<file path="config.mk">
export PLATFORM = sky130hd
export DESIGN_NAME = dram_page_ctrl
export DESIGN_NICKNAME = d
export VERILOG_FILES = /design/src/rtl/dram_page_ctrl.sv
export SDC_FILE = /design/constraint.sdc
export NUM_CORES = 1
export LEC_CHECK = 0
export ABC_AREA = 0
export BUFFER_PORTS_ARGS = -buffer_cell sky130_fd_sc_hd__clkbuf_2
export CAP_MARGIN = 20
export CORE_MARGIN = 4
export CORE_UTILIZATION = 40
export DETAILED_ROUTE_END_ITERATION = 7
export HOLD_SLACK_MARGIN = 0.06
export PLACE_DENSITY = 0.68
export SYNTH_ARGS = -nofsm -noshare
export SYNTH_HDL_FRONTEND = slang
export SYNTH_SLANG_ARGS = --single-unit
</file>
<file path="constraint.sdc">
create_clock -name clk -period 2.7 [get_ports clk]
set_input_delay 0.405 -clock clk [delete_from_list [all_inputs] [get_ports clk]]
set_output_delay 0.405 -clock clk [all_outputs]
set_load 0.01 [all_outputs]
</file>
<file path="src/rtl/dram_page_ctrl.sv">
module dram_page_ctrl #(
  parameter int ROW_W  = 11,
  parameter int COL_W  = 11,
  parameter int DATA_W = 64,
  parameter int BURST  = 4
) (
  input  logic                     clk,
  input  logic                     rst_n,
  input  logic                     req_valid,
  input  logic [ROW_W+COL_W-1:0]   req_addr,
  output logic                     req_ready,
  output logic [COL_W-1:0]         mem_addr,
  output logic                     pre_stb,
  output logic                     row_stb,
  output logic                     col_stb,
  input  logic [DATA_W-1:0]        mem_rdata,
  output logic                     rd_valid,
  output logic [DATA_W-1:0]        rd_data,
  output logic                     rd_last,
  output logic                     hit_pls,
  output logic                     miss_pls
);
  localparam int ADDR_W   = ROW_W + COL_W;
  localparam int CNT_W    = 5;
  localparam int PRE_AT   = 2;
  localparam int ROW_AT   = 4;
  localparam int HIT_COL  = 4;
  localparam int MISS_COL = 6;
  localparam int RET_LAT  = 3;

  logic             busy;
  logic [CNT_W-1:0] cnt;
  logic [ROW_W-1:0] cur_row, open_row;
  logic [COL_W-1:0] cur_col;
  logic             cur_hit, cur_pre, row_open;
  logic             p1_v, p2_v, p1_l, p2_l;

  wire accept  = req_valid && !busy;
  wire req_hit = row_open && (open_row == req_addr[ADDR_W-1:COL_W]);

  wire [CNT_W-1:0] col_base = cur_hit ? CNT_W'(HIT_COL) : CNT_W'(MISS_COL);
  wire [CNT_W-1:0] last_cnt = col_base + CNT_W'(BURST - 1 + RET_LAT);
  wire [CNT_W-1:0] beat     = cnt - col_base;
  wire             in_col   = busy && cnt >= col_base && cnt < col_base + CNT_W'(BURST);

  assign req_ready = !busy;
  assign col_stb   = in_col;
  assign row_stb   = busy && !cur_hit && cnt == CNT_W'(ROW_AT);
  assign pre_stb   = busy && !cur_hit && cur_pre && cnt == CNT_W'(PRE_AT);
  assign mem_addr  = row_stb ? cur_row : in_col ? cur_col + COL_W'(beat) : '0;

  always_ff @(posedge clk) begin
    if (!rst_n) begin
      busy     <= 1'b0;
      cnt      <= '0;
      row_open <= 1'b0;
      open_row <= '0;
      cur_row  <= '0;
      cur_col  <= '0;
      cur_hit  <= 1'b0;
      cur_pre  <= 1'b0;
      hit_pls  <= 1'b0;
      miss_pls <= 1'b0;
    end else begin
      hit_pls  <= accept && req_hit;
      miss_pls <= accept && !req_hit;
      if (accept) begin
        busy     <= 1'b1;
        cnt      <= '0;
        cur_row  <= req_addr[ADDR_W-1:COL_W];
        cur_col  <= req_addr[COL_W-1:0];
        cur_hit  <= req_hit;
        cur_pre  <= row_open;
        open_row <= req_addr[ADDR_W-1:COL_W];
        row_open <= 1'b1;
      end else if (busy) begin
        cnt <= cnt + 1'b1;
        if (cnt == last_cnt - 1'b1) busy <= 1'b0;
      end
    end
  end

  always_ff @(posedge clk) begin
    if (!rst_n) begin
      p1_v <= 1'b0; p2_v <= 1'b0; p1_l <= 1'b0; p2_l <= 1'b0;
      rd_valid <= 1'b0; rd_last <= 1'b0; rd_data <= '0;
    end else begin
      p1_v     <= in_col;
      p1_l     <= in_col && beat == CNT_W'(BURST - 1);
      p2_v     <= p1_v;
      p2_l     <= p1_l;
      rd_valid <= p2_v;
      rd_last  <= p2_l;
      if (p2_v) rd_data <= mem_rdata;
    end
  end

  assert_strobe_excl_R2: assert property (@(posedge clk) disable iff (!rst_n)
    !(row_stb && col_stb));
  assert_status_onehot_R3: assert property (@(posedge clk) disable iff (!rst_n)
    $onehot0({hit_pls, miss_pls}));
  assert_row_single_R4: assert property (@(posedge clk) disable iff (!rst_n)
    row_stb |=> !row_stb && !col_stb);
  assert_burst_step_R6: assert property (@(posedge clk) disable iff (!rst_n)
    (col_stb && $past(col_stb)) |-> mem_addr == COL_W'($past(mem_addr) + 1'b1));
  assert_last_ready_R7: assert property (@(posedge clk) disable iff (!rst_n)
    (rd_valid && !rd_last) |-> !req_ready);
  assert_busy_after_accept_R8: assert property (@(posedge clk) disable iff (!rst_n)
    (req_valid && req_ready) |=> !req_ready);
endmodule

</file>
==> out/results.md, run 1 <==
- **DRC** 0
- **EDFF count, synth** 0
- **number of placed instances, taps included** 698
- **global route total overflow** 0
- **IO Port Bufs** 171
- **count of H-tree levels built during CTS** 3
- **count of endpoints failing hold in the final timing report** 0
- **net total in the final layout** 684
- **commonest cells in the synthesized netlist** 103 x dfxtp_1, 65 x mux2i_1, 65 x nor2b_1
- **warning count from the yosys run** 0
- **WL per Instance** 15.0 um
- **Reg-to-Reg End** p1_l
- **dominant register cell in the synthesized netlist** dfxtp_1
- **clock slew seen by the registers of the worst setup and hold paths** 0.11 ns
- **area taken by flip-flops and latches** 2070 um^2
- **transition at the pin with the smallest max-transition slack** 0.540 ns
- **number of top-level pins** 172
- **drt first-iter violations** 131
- **# diodes** 0
- **crit path time final** 2.90 ns
- **DPL Wire Length** 7.93 mm
- **Critical Path Start** cur_hit
- **number of buffers added by the clock tree synthesis step** 9
- **worst r2r src** cur_hit
- **GRT Total Usage** 16.3%
- **part of the Yosys area used for sequential elements** 47.5%
- **row count** 37
- **Mapped Cells** 409
- **async set or reset register ratio after synthesis** 0%
- **antenna violations before repair** 0
- **Post-Synthesis Net Count** 510
- **achievable clock frequency** 345 MHz
- **startpoint of the worst hold path** req_addr[7]
- **TritonCTS clock tree** yes
- **post-layout instance count excluding filler cells** 724
- **signed area change from the synthesized netlist to the final layout** 31.7%
- **Setup-failing EPs final** 7
- **global-route wire length before repair** 17.2 mm
- **Worst Path Class, Setup** reg -> out
- **period utilization** 107%
- **Avg Cell Area, Syn** 10.6 um^2
- **pins over their slew limit** 0
- **clock tree root buffer cell** clkbuf_8
- **antenna-violating nets left** 0
- **Post-Route Skew** 0.00883 ns
- **proportion of layout cells with a drive suffix above 1** 39.8%
- **final standard cell utilization of the core** 54.7%
- **via density per instance** 4.82
- **setup slack after layout** -0.202 ns
- **source-to-sink clock delay at the later pin of the worst-skew pair** 0.36 ns
- **worst slew margin relative to its limit** 63.7%
- **worst reg-to-reg setup slack** 0.91 ns
- **Worst Path Arrival** 2.50 ns
- **category of the worst setup path capture point** output port
- **final estimated routing congestion in global placement** 0.865
- **leading post-synthesis cells by cell area** dfxtp_1 47%, mux2i_1 15%, nor2b_1 9.4%, a22o_1 4.6%, xnor2_1 3.4%
- **share of the synthesized area in the top cell type** 47.5%
- **DRT Pass-1 Iters** 4
- **Peak supply drop** 320 uV
- **unrepaired setup endpoints after global routing** true
- **P_leak** 2.35 nW
- **Max Root-Sink Buffers** 2
- **total clock sinks** 103
- **die area** 12600 um^2
- **synth unique cells** 38
- **post-synth design cell area** 4350 um^2
- **total area of multi-input combinational cells** 2240 um^2
- **Detailed Route WL** 10.9 mm
- **worst min-delay path endpoint** cur_col[7]
- **critical path required time** 2.30 ns
- **class of the tightest hold or removal check** in -> reg
- **status** finished, violations left
- **CORE AREA** 10500 um^2
- **effective utilization at floorplan** 41.5%
- **Fillers** 919
- **Worst setup SP type** flop
- **top-count cell post-synth** dfxtp_1
- **flops & latches, synth** 103
- **CTS Hold Buffers Added** 0
- **maximum number of pins on one net before global-route repair** 57
- **number of max-cap violations** 0
- **worst r2r path cells** 9
- **failing checks** setup timing
- **routed vias** 3487
- **pwr/cell area** 500 nW/um^2
- **die outline height** 112 um
- **crit path max fanout** 3
- **number of stages on the worst hold path** 2
- **Die Width** 112 um
- **cell accounting for the most synthesized area** dfxtp_1
- **number of global-route vias before repair** 3572
==> worst max path at each step <==
| stage | to |
|---|---|
| after floorplan | mem_addr[7] |
| after global placement | mem_addr[7] |
| after detailed placement | mem_addr[7] |
| after CTS | mem_addr[7] |
| after global routing | mem_addr[8] |
| final | mem_addr[7] |
==> final cells by class <==
| type | instances | share of cell area, % |
|---|---|---|
| Inverter | 8 | 0.612 |
| Clock inverter | 6 | 1.29 |
| Clock buffer | 10 | 2.40 |
| Tap cell | 136 | 2.97 |
| Sequential cell | 103 | 36.2 |
| Timing Repair Buffer | 188 | 17.5 |
| Multi-Input combinational cell | 273 | 39.1 |
==> worst max-delay path, cell delays in order, from the launching register on <==
cell	delay (ns)
dfxtp_2	0.34
inv_2	0.07
ha_4	0.15
inv_4	0.04
ha_4	0.17
xnor2_4	0.15
ha_4	0.30
o21ai_2	0.07
o21ai_2	0.20
o2111ai_2	0.16
xor2_1	0.17
o21ai_1	0.15
buf_2	0.15
==> registers in the layout, indices dropped and copies added (netlist names), 5 cells and up <==
register,flops
cnt,5
open_row,11
cur_col,11
rd_data,64
==> layer usage <==
metal / part of all wire, % / vias up / global-route usage, %
li1: - / 1744 / -
met1: 43 / 1576 / 20.3
met2: 48 / 152 / 27.6
met3: 8.0 / 15 / 4.20
met4: 1.5 / 0 / 5.37
met5: 0 / - / 0
==> metrics by stage <==
stage                     setup WS [ns]  area, um^2  hold WS, ns  total power, W  TNS [ns]
after floorplan                   0.219        4350        0.412         0.00175         0
after global placement           0.0463        5300        0.423         0.00184         0
after detailed placement        -0.0435        5300        0.424         0.00185   -0.0972
after CTS                        -0.237        5610        0.232         0.00288     -1.18
after global routing             -0.273        5720        0.235         0.00299     -1.67
final                            -0.202        5720        0.245         0.00286    -0.874
==> placed cells by master (no fill, tap or decap), drive strengths merged, types with 2 or more instances in the layout <==
cell type | Yosys | routed
clkbuf | 9 | 174
dfxtp | 103 | 103
nor2b | 65 | 65
mux2i | 65 | 65
buf | 16 | 24
a22o | 23 | 23
nand2 | 19 | 19
xnor2 | 17 | 17
o21ai | 13 | 13
ha | 11 | 11
inv | 8 | 11
nor2 | 9 | 9
xor2 | 9 | 9
nand3 | 7 | 7
and2 | 6 | 6
nand4 | 5 | 5
nor4 | 3 | 3
a21oi | 3 | 3
nor3 | 3 | 3
and3 | 2 | 2
o2111ai | 2 | 2
a21o | 2 | 2
a32o | 2 | 2
clkinv | 0 | 2
==> logic make-up after synthesis <==
family	Yosys count	synth area share, %
adder cells (fa/ha/maj)	12	3.63
XOR/XNOR	26	5.24
AO/OA/AOI/OAI	49	8.67
buffers and inverters	33	3.83
multiplexers	65	15.0
AND/OR/NAND/NOR	121	16.2
flip-flops	103	47.5
==> where the power goes <==
group	switching [W]	internal, W
clock	0.000554	0.000468
combinational	0.000116	0.000140
sequential	0.0000385	0.00155
total	0.000709	0.00216
==> timing repair <==
item / 4_1_cts / 5_1_grt
gates resized for setup: 12 / 26
pin swaps: 10 / 10
setup buffers: 8 / 2
setup endpoints to repair: 8 / 9
No activity file was read; power rests on OpenSTA's default activity.
==> run 2, diff against run 1 <==
- CORE_MARGIN: 4 -> 1
- CORE_UTILIZATION: 40 -> 48
- PLACE_DENSITY: 0.68 -> 0.79
==> out/results.md, run 2 (synthesis gave the netlist of run 1 again) <==
- **status** finished, violations left
- **failing checks** setup timing
- **routed vias** 3452
- **max FFs per register** 64
- **Post-Route Skew** 0.0176 ns
- **Reg with most FFs** rd_data
- **GRT Total Usage** 21.0%
- **number of global-route vias before repair** 3463
- **die area** 9440 um^2
- **Max Root-Sink Buffers** 2
- **final standard cell utilization of the core** 65.6%
- **met1 global-route usage** 26.2%
- **# diodes** 0
- **achievable clock frequency** 339 MHz
- **IO Port Bufs** 171
- **period utilization** 109%
- **setup slack after layout** -0.248 ns
- **DRT Pass-1 Iters** 6
- **category of the worst setup path capture point** output port
- **internal portion of total power** 0.00226 W
- **Worst Path Arrival** 2.54 ns
- **slowest stage delay, CP** 0.33 ns
- **antenna-violating nets left** 0
- **cell repeated most along the worst path** ha_4
- **global-route wire length before repair** 16.2 mm
- **post-place setup slack** -0.0449 ns
- **DPL Wire Length** 7.06 mm
- **Cell Area, Placed** 5280 um^2
- **worst-case hold slack** 0.252 ns
- **critical path's slowest cell** dfxtp_2
- **most common cell after layout, fill and taps aside** clkbuf_2
- **CORE AREA** 8760 um^2
- **worst setup path endpoint** mem_addr[6]
- **P_leak** 2.35 nW
- **crit path time final** 2.95 ns
- **via density per instance** 4.99
- **worst r2r src** cnt[1]
- **worst reg-to-reg setup slack** 0.89 ns
- **maximum number of pins on one net before global-route repair** 71
- **net total in the final layout** 682
- **Worst setup SP type** flop
- **part of the power in registers** 54.0%
- **total clock sinks** 103
- **clock tree root buffer cell** clkbuf_8
- **die outline height** 97.1 um
- **transition at the pin with the smallest max-transition slack** 0.917 ns
- **cell area after layout** 5750 um^2
- **class of the tightest hold or removal check** in -> reg
- **antenna violations before repair** 0
- **commonest cells after routing, fill and taps aside** 164 x clkbuf_2, 98 x dfxtp_1, 65 x nor2b_1, 65 x mux2i_1, 23 x a22o_1
- **Die Width** 97.1 um
- **power share of the clock group** 37.1%
- **global routing usage on met3** 4.96%
- **Detailed Route WL** 9.93 mm
- **unrepaired setup endpoints after global routing** true
- **WL per Instance** 14.3 um
- **global route total overflow** 0
- **largest registers** rd_data: 64 flops, cur_col: 11 flops, open_row: 11 flops
- **Fillers** 671
- **Levels on crit path** 13
- **drt first-iter violations** 69
- **pwr/cell area** 510 nW/um^2
- **Peak supply drop** 229 uV
- **DRC** 0
- **Crit path max-delay family** adder cells
- **share of total power consumed by net switching** 22.8%
- **worst path bufs/invs** 5
- **proportion of layout cells with a drive suffix above 1** 40.4%
- **Worst Path Class, Setup** reg -> out
- **source-to-sink clock delay at the later pin of the worst-skew pair** 0.36 ns
- **global routing met2 resource utilization** 35.4%
- **Critical Path Start** cnt[1]
- **worst slew margin relative to its limit** 38.8%
- **row count** 34
- **TritonCTS clock tree** yes
- **critical-path cell list** inv_2 -> ha_4 -> inv_4 -> ha_4 -> xnor2_4 -> ha_4 -> buf_6 -> nand3_4 -> o211ai_4 -> buf_4 -> xnor2_1 -> o21ai_1 -> buf_2
- **effective utilization at floorplan** 49.6%
- **Switch Pwr** 0.000669 W
- **combinational group share of total power** 8.9%
- **final estimated routing congestion in global placement** 0.907
- **worst r2r path cells** 9
- **gr busiest metal** met2
- **count of H-tree levels built during CTS** 3
- **CTS Hold Buffers Added** 0
- **signed area change from the synthesized netlist to the final layout** 32.2%
- **critical path required time** 2.30 ns
- **number of top-level pins** 172
- **pins over their slew limit** 0
- **Setup-failing EPs final** 7
- **crit path max fanout** 3
- **number of buffers added by the clock tree synthesis step** 9
- **Reg-to-Reg End** p1_l
- **clock slew seen by the registers of the worst setup and hold paths** 0.10 ns
- **count of endpoints failing hold in the final timing report** 0
- **number of max-cap violations** 0
==> run 2: cell type report <==
type	count	area, um^2	area share (%)
Tap cell	108	135	2.35
Sequential cell	103	2070	36.0
Clock inverter	4	77.6	1.35
Clock buffer	10	149	2.59
Timing Repair Buffer	186	988	17.2
Multi-Input combinational cell	273	2290	39.9
Inverter	8	32.5	0.566
==> run 2: stage by stage <==
stage | instances | TNS, ns | power [W]
after floorplan | 409 | 0 | 0.00175
after global placement | 672 | 0 | 0.00184
after detailed placement | 672 | -0.142 | 0.00185
after CTS | 690 | -1.07 | 0.00294
after global routing | 692 | -1.97 | 0.00306
final | 692 | -1.21 | 0.00293
==> run 2: power by group through the flow <==
stage | registers, W | logic (W) | clock network [W]
after detailed placement | 0.00162 | 0.000234 | 0
after CTS | 0.00158 | 0.000247 | 0.00111
after global placement | 0.00162 | 0.000229 | 0
after global routing | 0.00159 | 0.000284 | 0.00118
after floorplan | 0.00160 | 0.000145 | 0
final | 0.00158 | 0.000260 | 0.00109
==> run 2: worst min-delay path by stage <==
| stage | start | to | depth (start not counted) |
|---|---|---|---|
| after detailed placement | p2_l | rd_last | 1 |
| after floorplan | p1_l | p2_l | 1 |
| after global placement | p1_v | p2_v | 1 |
| after global routing | req_addr[7] | cur_col[7] | 2 |
| after CTS | req_addr[7] | cur_col[7] | 2 |
| final | req_addr[7] | cur_col[7] | 2 |
==> run 2: worst reg2reg max path, stage by stage, from the launching register on <==
cell	delay (ns)
dfxtp_2	0.33
inv_2	0.08
ha_4	0.14
inv_4	0.04
ha_4	0.18
buf_4	0.14
a311oi_2	0.33
nor3_4	0.12
and2_4	0.18
and4bb_1	0.19
==> run 2: repair_timing <==
action                     CTS  global route
setup buffers                4             2
setup endpoints to repair    9             9
pin swaps                   10            11
resized for setup           28            19
==> run 2: metal layers <==
| metal | vias up | part of all wire, % |
|---|---|---|
| li1 | 1739 | - |
| met1 | 1557 | 45 |
| met2 | 141 | 47 |
| met3 | 15 | 6.3 |
| met4 | 0 | 1.8 |
| met5 | - | 0 |
==> run 3, diff against run 2 <==
- CELL_PAD_IN_SITES_DETAIL_PLACEMENT: not set -> 1
- CELL_PAD_IN_SITES_GLOBAL_PLACEMENT: not set -> 2
- CORE_UTILIZATION: 48 -> 29
- PLACE_DENSITY: 0.79 -> not set
- PLACE_DENSITY_LB_ADDON: not set -> 0.1
==> out/results.md, run 3 (synthesis gave the netlist of run 1 again) <==
- **status** finished, violations left
- **Max Root-Sink Buffers** 2
- **net total in the final layout** 682
- **drt first-iter violations** 108
- **count of endpoints failing hold in the final timing report** 0
- **Peak supply drop** 345 uV
- **via density per instance** 4.54
- **highest signal layer in the routed design** met4
- **count of H-tree levels built during CTS** 3
- **number of global-route vias before repair** 3658
- **cell area after layout** 5830 um^2
- **number of max-cap violations** 0
- **post-layout instance count excluding filler cells** 769
- **maximum number of pins on one net before global-route repair** 74
- **IO Port Bufs** 171
- **CTS Hold Buffers Added** 0
- **most common cell after layout, fill and taps aside** clkbuf_2
- **DRT Pass-1 Iters** 4
- **period utilization** 107%
- **max FFs per register** 64
- **CORE AREA** 14600 um^2
- **global-route wire length before repair** 19.2 mm
- **P_leak** 2.36 nW
- **category of the worst setup path capture point** output port
- **Worst Path Class, Setup** reg -> out
- **Reg with most FFs** rd_data
- **unrepaired setup endpoints after global routing** true
- **clock tree root buffer cell** clkbuf_16
- **source-to-sink clock delay at the later pin of the worst-skew pair** 0.34 ns
- **total area of multi-input combinational cells** 2220 um^2
- **clock slew seen by the registers of the worst setup and hold paths** 0.07 ns
- **proportion of layout cells with a drive suffix above 1** 38.6%
- **commonest cells after routing, fill and taps aside** 168 x clkbuf_2, 98 x dfxtp_1, 65 x nor2b_1, 65 x mux2i_1, 23 x a22o_1
- **global route total overflow** 0
- **area taken by flip-flops and latches** 2070 um^2
- **crit path time final** 2.89 ns
- **achievable clock frequency** 345 MHz
- **Worst setup SP type** flop
- **setup slack after layout** -0.195 ns
- **met3 routed wirelength** 448 um
- **total clock sinks** 103
- **post-place setup slack** 0.00709 ns
- **TritonCTS clock tree** yes
- **pins over their slew limit** 0
- **Detailed Route WL** 12.0 mm
- **# diodes** 0
- **signed area change from the synthesized netlist to the final layout** 34.1%
- **failing checks** setup timing
- **number of top-level pins** 172
- **class of the tightest hold or removal check** in -> reg
- **GRT Total Usage** 15.7%
- **transition at the pin with the smallest max-transition slack** 0.908 ns
- **worst slew margin relative to its limit** 39.5%
- **Die Width** 124 um
- **Worst Path Arrival** 2.49 ns
- **antenna violations before repair** 0
- **effective utilization at floorplan** 29.8%
- **critical path required time** 2.30 ns
- **routed vias** 3488
- **number of placed instances, taps included** 748
- **Post-Route Skew** 0.00406 ns
- **Setup-failing EPs final** 6
- **final standard cell utilization of the core** 39.9%
- **crit path max fanout** 3
- **met2 layer wire length in the routed design** 5.68 mm
- **antenna-violating nets left** 0
- **WL per Instance** 15.6 um
- **final estimated routing congestion in global placement** 0.788
- **largest registers** rd_data: 64 flops, cur_col: 11 flops, open_row: 11 flops
- **die area** 15500 um^2
- **number of buffers added by the clock tree synthesis step** 9
- **DPL Wire Length** 8.69 mm
- **Fillers** 1693
- **row count** 44
- **M1 wire length** 5.70 mm
- **Cell Area, Placed** 5380 um^2
- **die outline height** 124 um
- **DRC** 0
- **pwr/cell area** 540 nW/um^2
-- run 3: cell count changes in the layout (fill, tap and decap cells not counted), moves of 4 or more --
cell / change
clkbuf_2: +4
clkbuf_16: +8
clkbuf_8: -8
buf_2: -4
-- run 3: timing repair --
item / in CTS / in global routing
pin swaps: 9 / 10
gates resized for setup: 14 / 14
setup buffers: 5 / 1
cloned: 0 / 0
setup endpoints to repair: 7 / 7
-- run 3: critical path, cell delays in order, from the launching register on --
cell and delay [ns]:
dfxtp_2 0.33, inv_2 0.07, ha_4 0.15, inv_4 0.04, a21oi_2 0.14, xor2_1 0.25, ha_1 0.31, buf_4 0.15
nand3_1 0.12, o211ai_4 0.11, nand3_2 0.08, xor2_1 0.16, o21ai_1 0.09, buf_2 0.14
-- run 3: worst paths after layout --
| check | startpoint | end | slack [ns] | cells after the start |
|---|---|---|---|---|
| worst max-delay path | cnt[1] | mem_addr[8] | -0.19 | 13 |
| worst min-delay path | req_addr[3] | cur_col[3] | 0.27 | 2 |
| worst max register to register | cnt[1] | p1_l | 0.87 | 9 |
| worst min register to register | p1_l | p2_l | 0.44 | 1 |
-- run 3: power breakdown --
part | leakage (nW) | internal (W) | switching [W] | total [W]
Clock | 0.143 | 0.000741 | 0.000572 | 0.00131
Combinational | 1.38 | 0.000133 | 0.000113 | 0.000246
Sequential | 0.837 | 0.00155 | 0.0000374 | 0.00159
Total | 2.36 | 0.00242 | 0.000722 | 0.00314
-- run 3: per-layer routing --
layer	global-route usage, %	vias to the layer above
li1	-	1743
met4	6.45	0
met3	3.14	12
met2	25.8	94
met1	20.1	1639
met5	0	-
-- run 3: per-stage QoR --
step                hold WS, ns  total power (W)  setup TNS, ns
floorplan                 0.412          0.00175              0
global placement          0.417          0.00185              0
detailed placement        0.429          0.00185              0
CTS                       0.257          0.00319         -0.875
global route              0.259          0.00328          -1.65
finish                    0.267          0.00314         -0.795
-- run 3: layout make-up --
cell class	count	area share, %
multi-input cells	273	38.1
flip-flops and latches	103	35.5
repair buffers	186	16.8
clock buffers	12	4.23
well taps	184	3.95
clock inverters	3	0.752
inverters	8	0.558
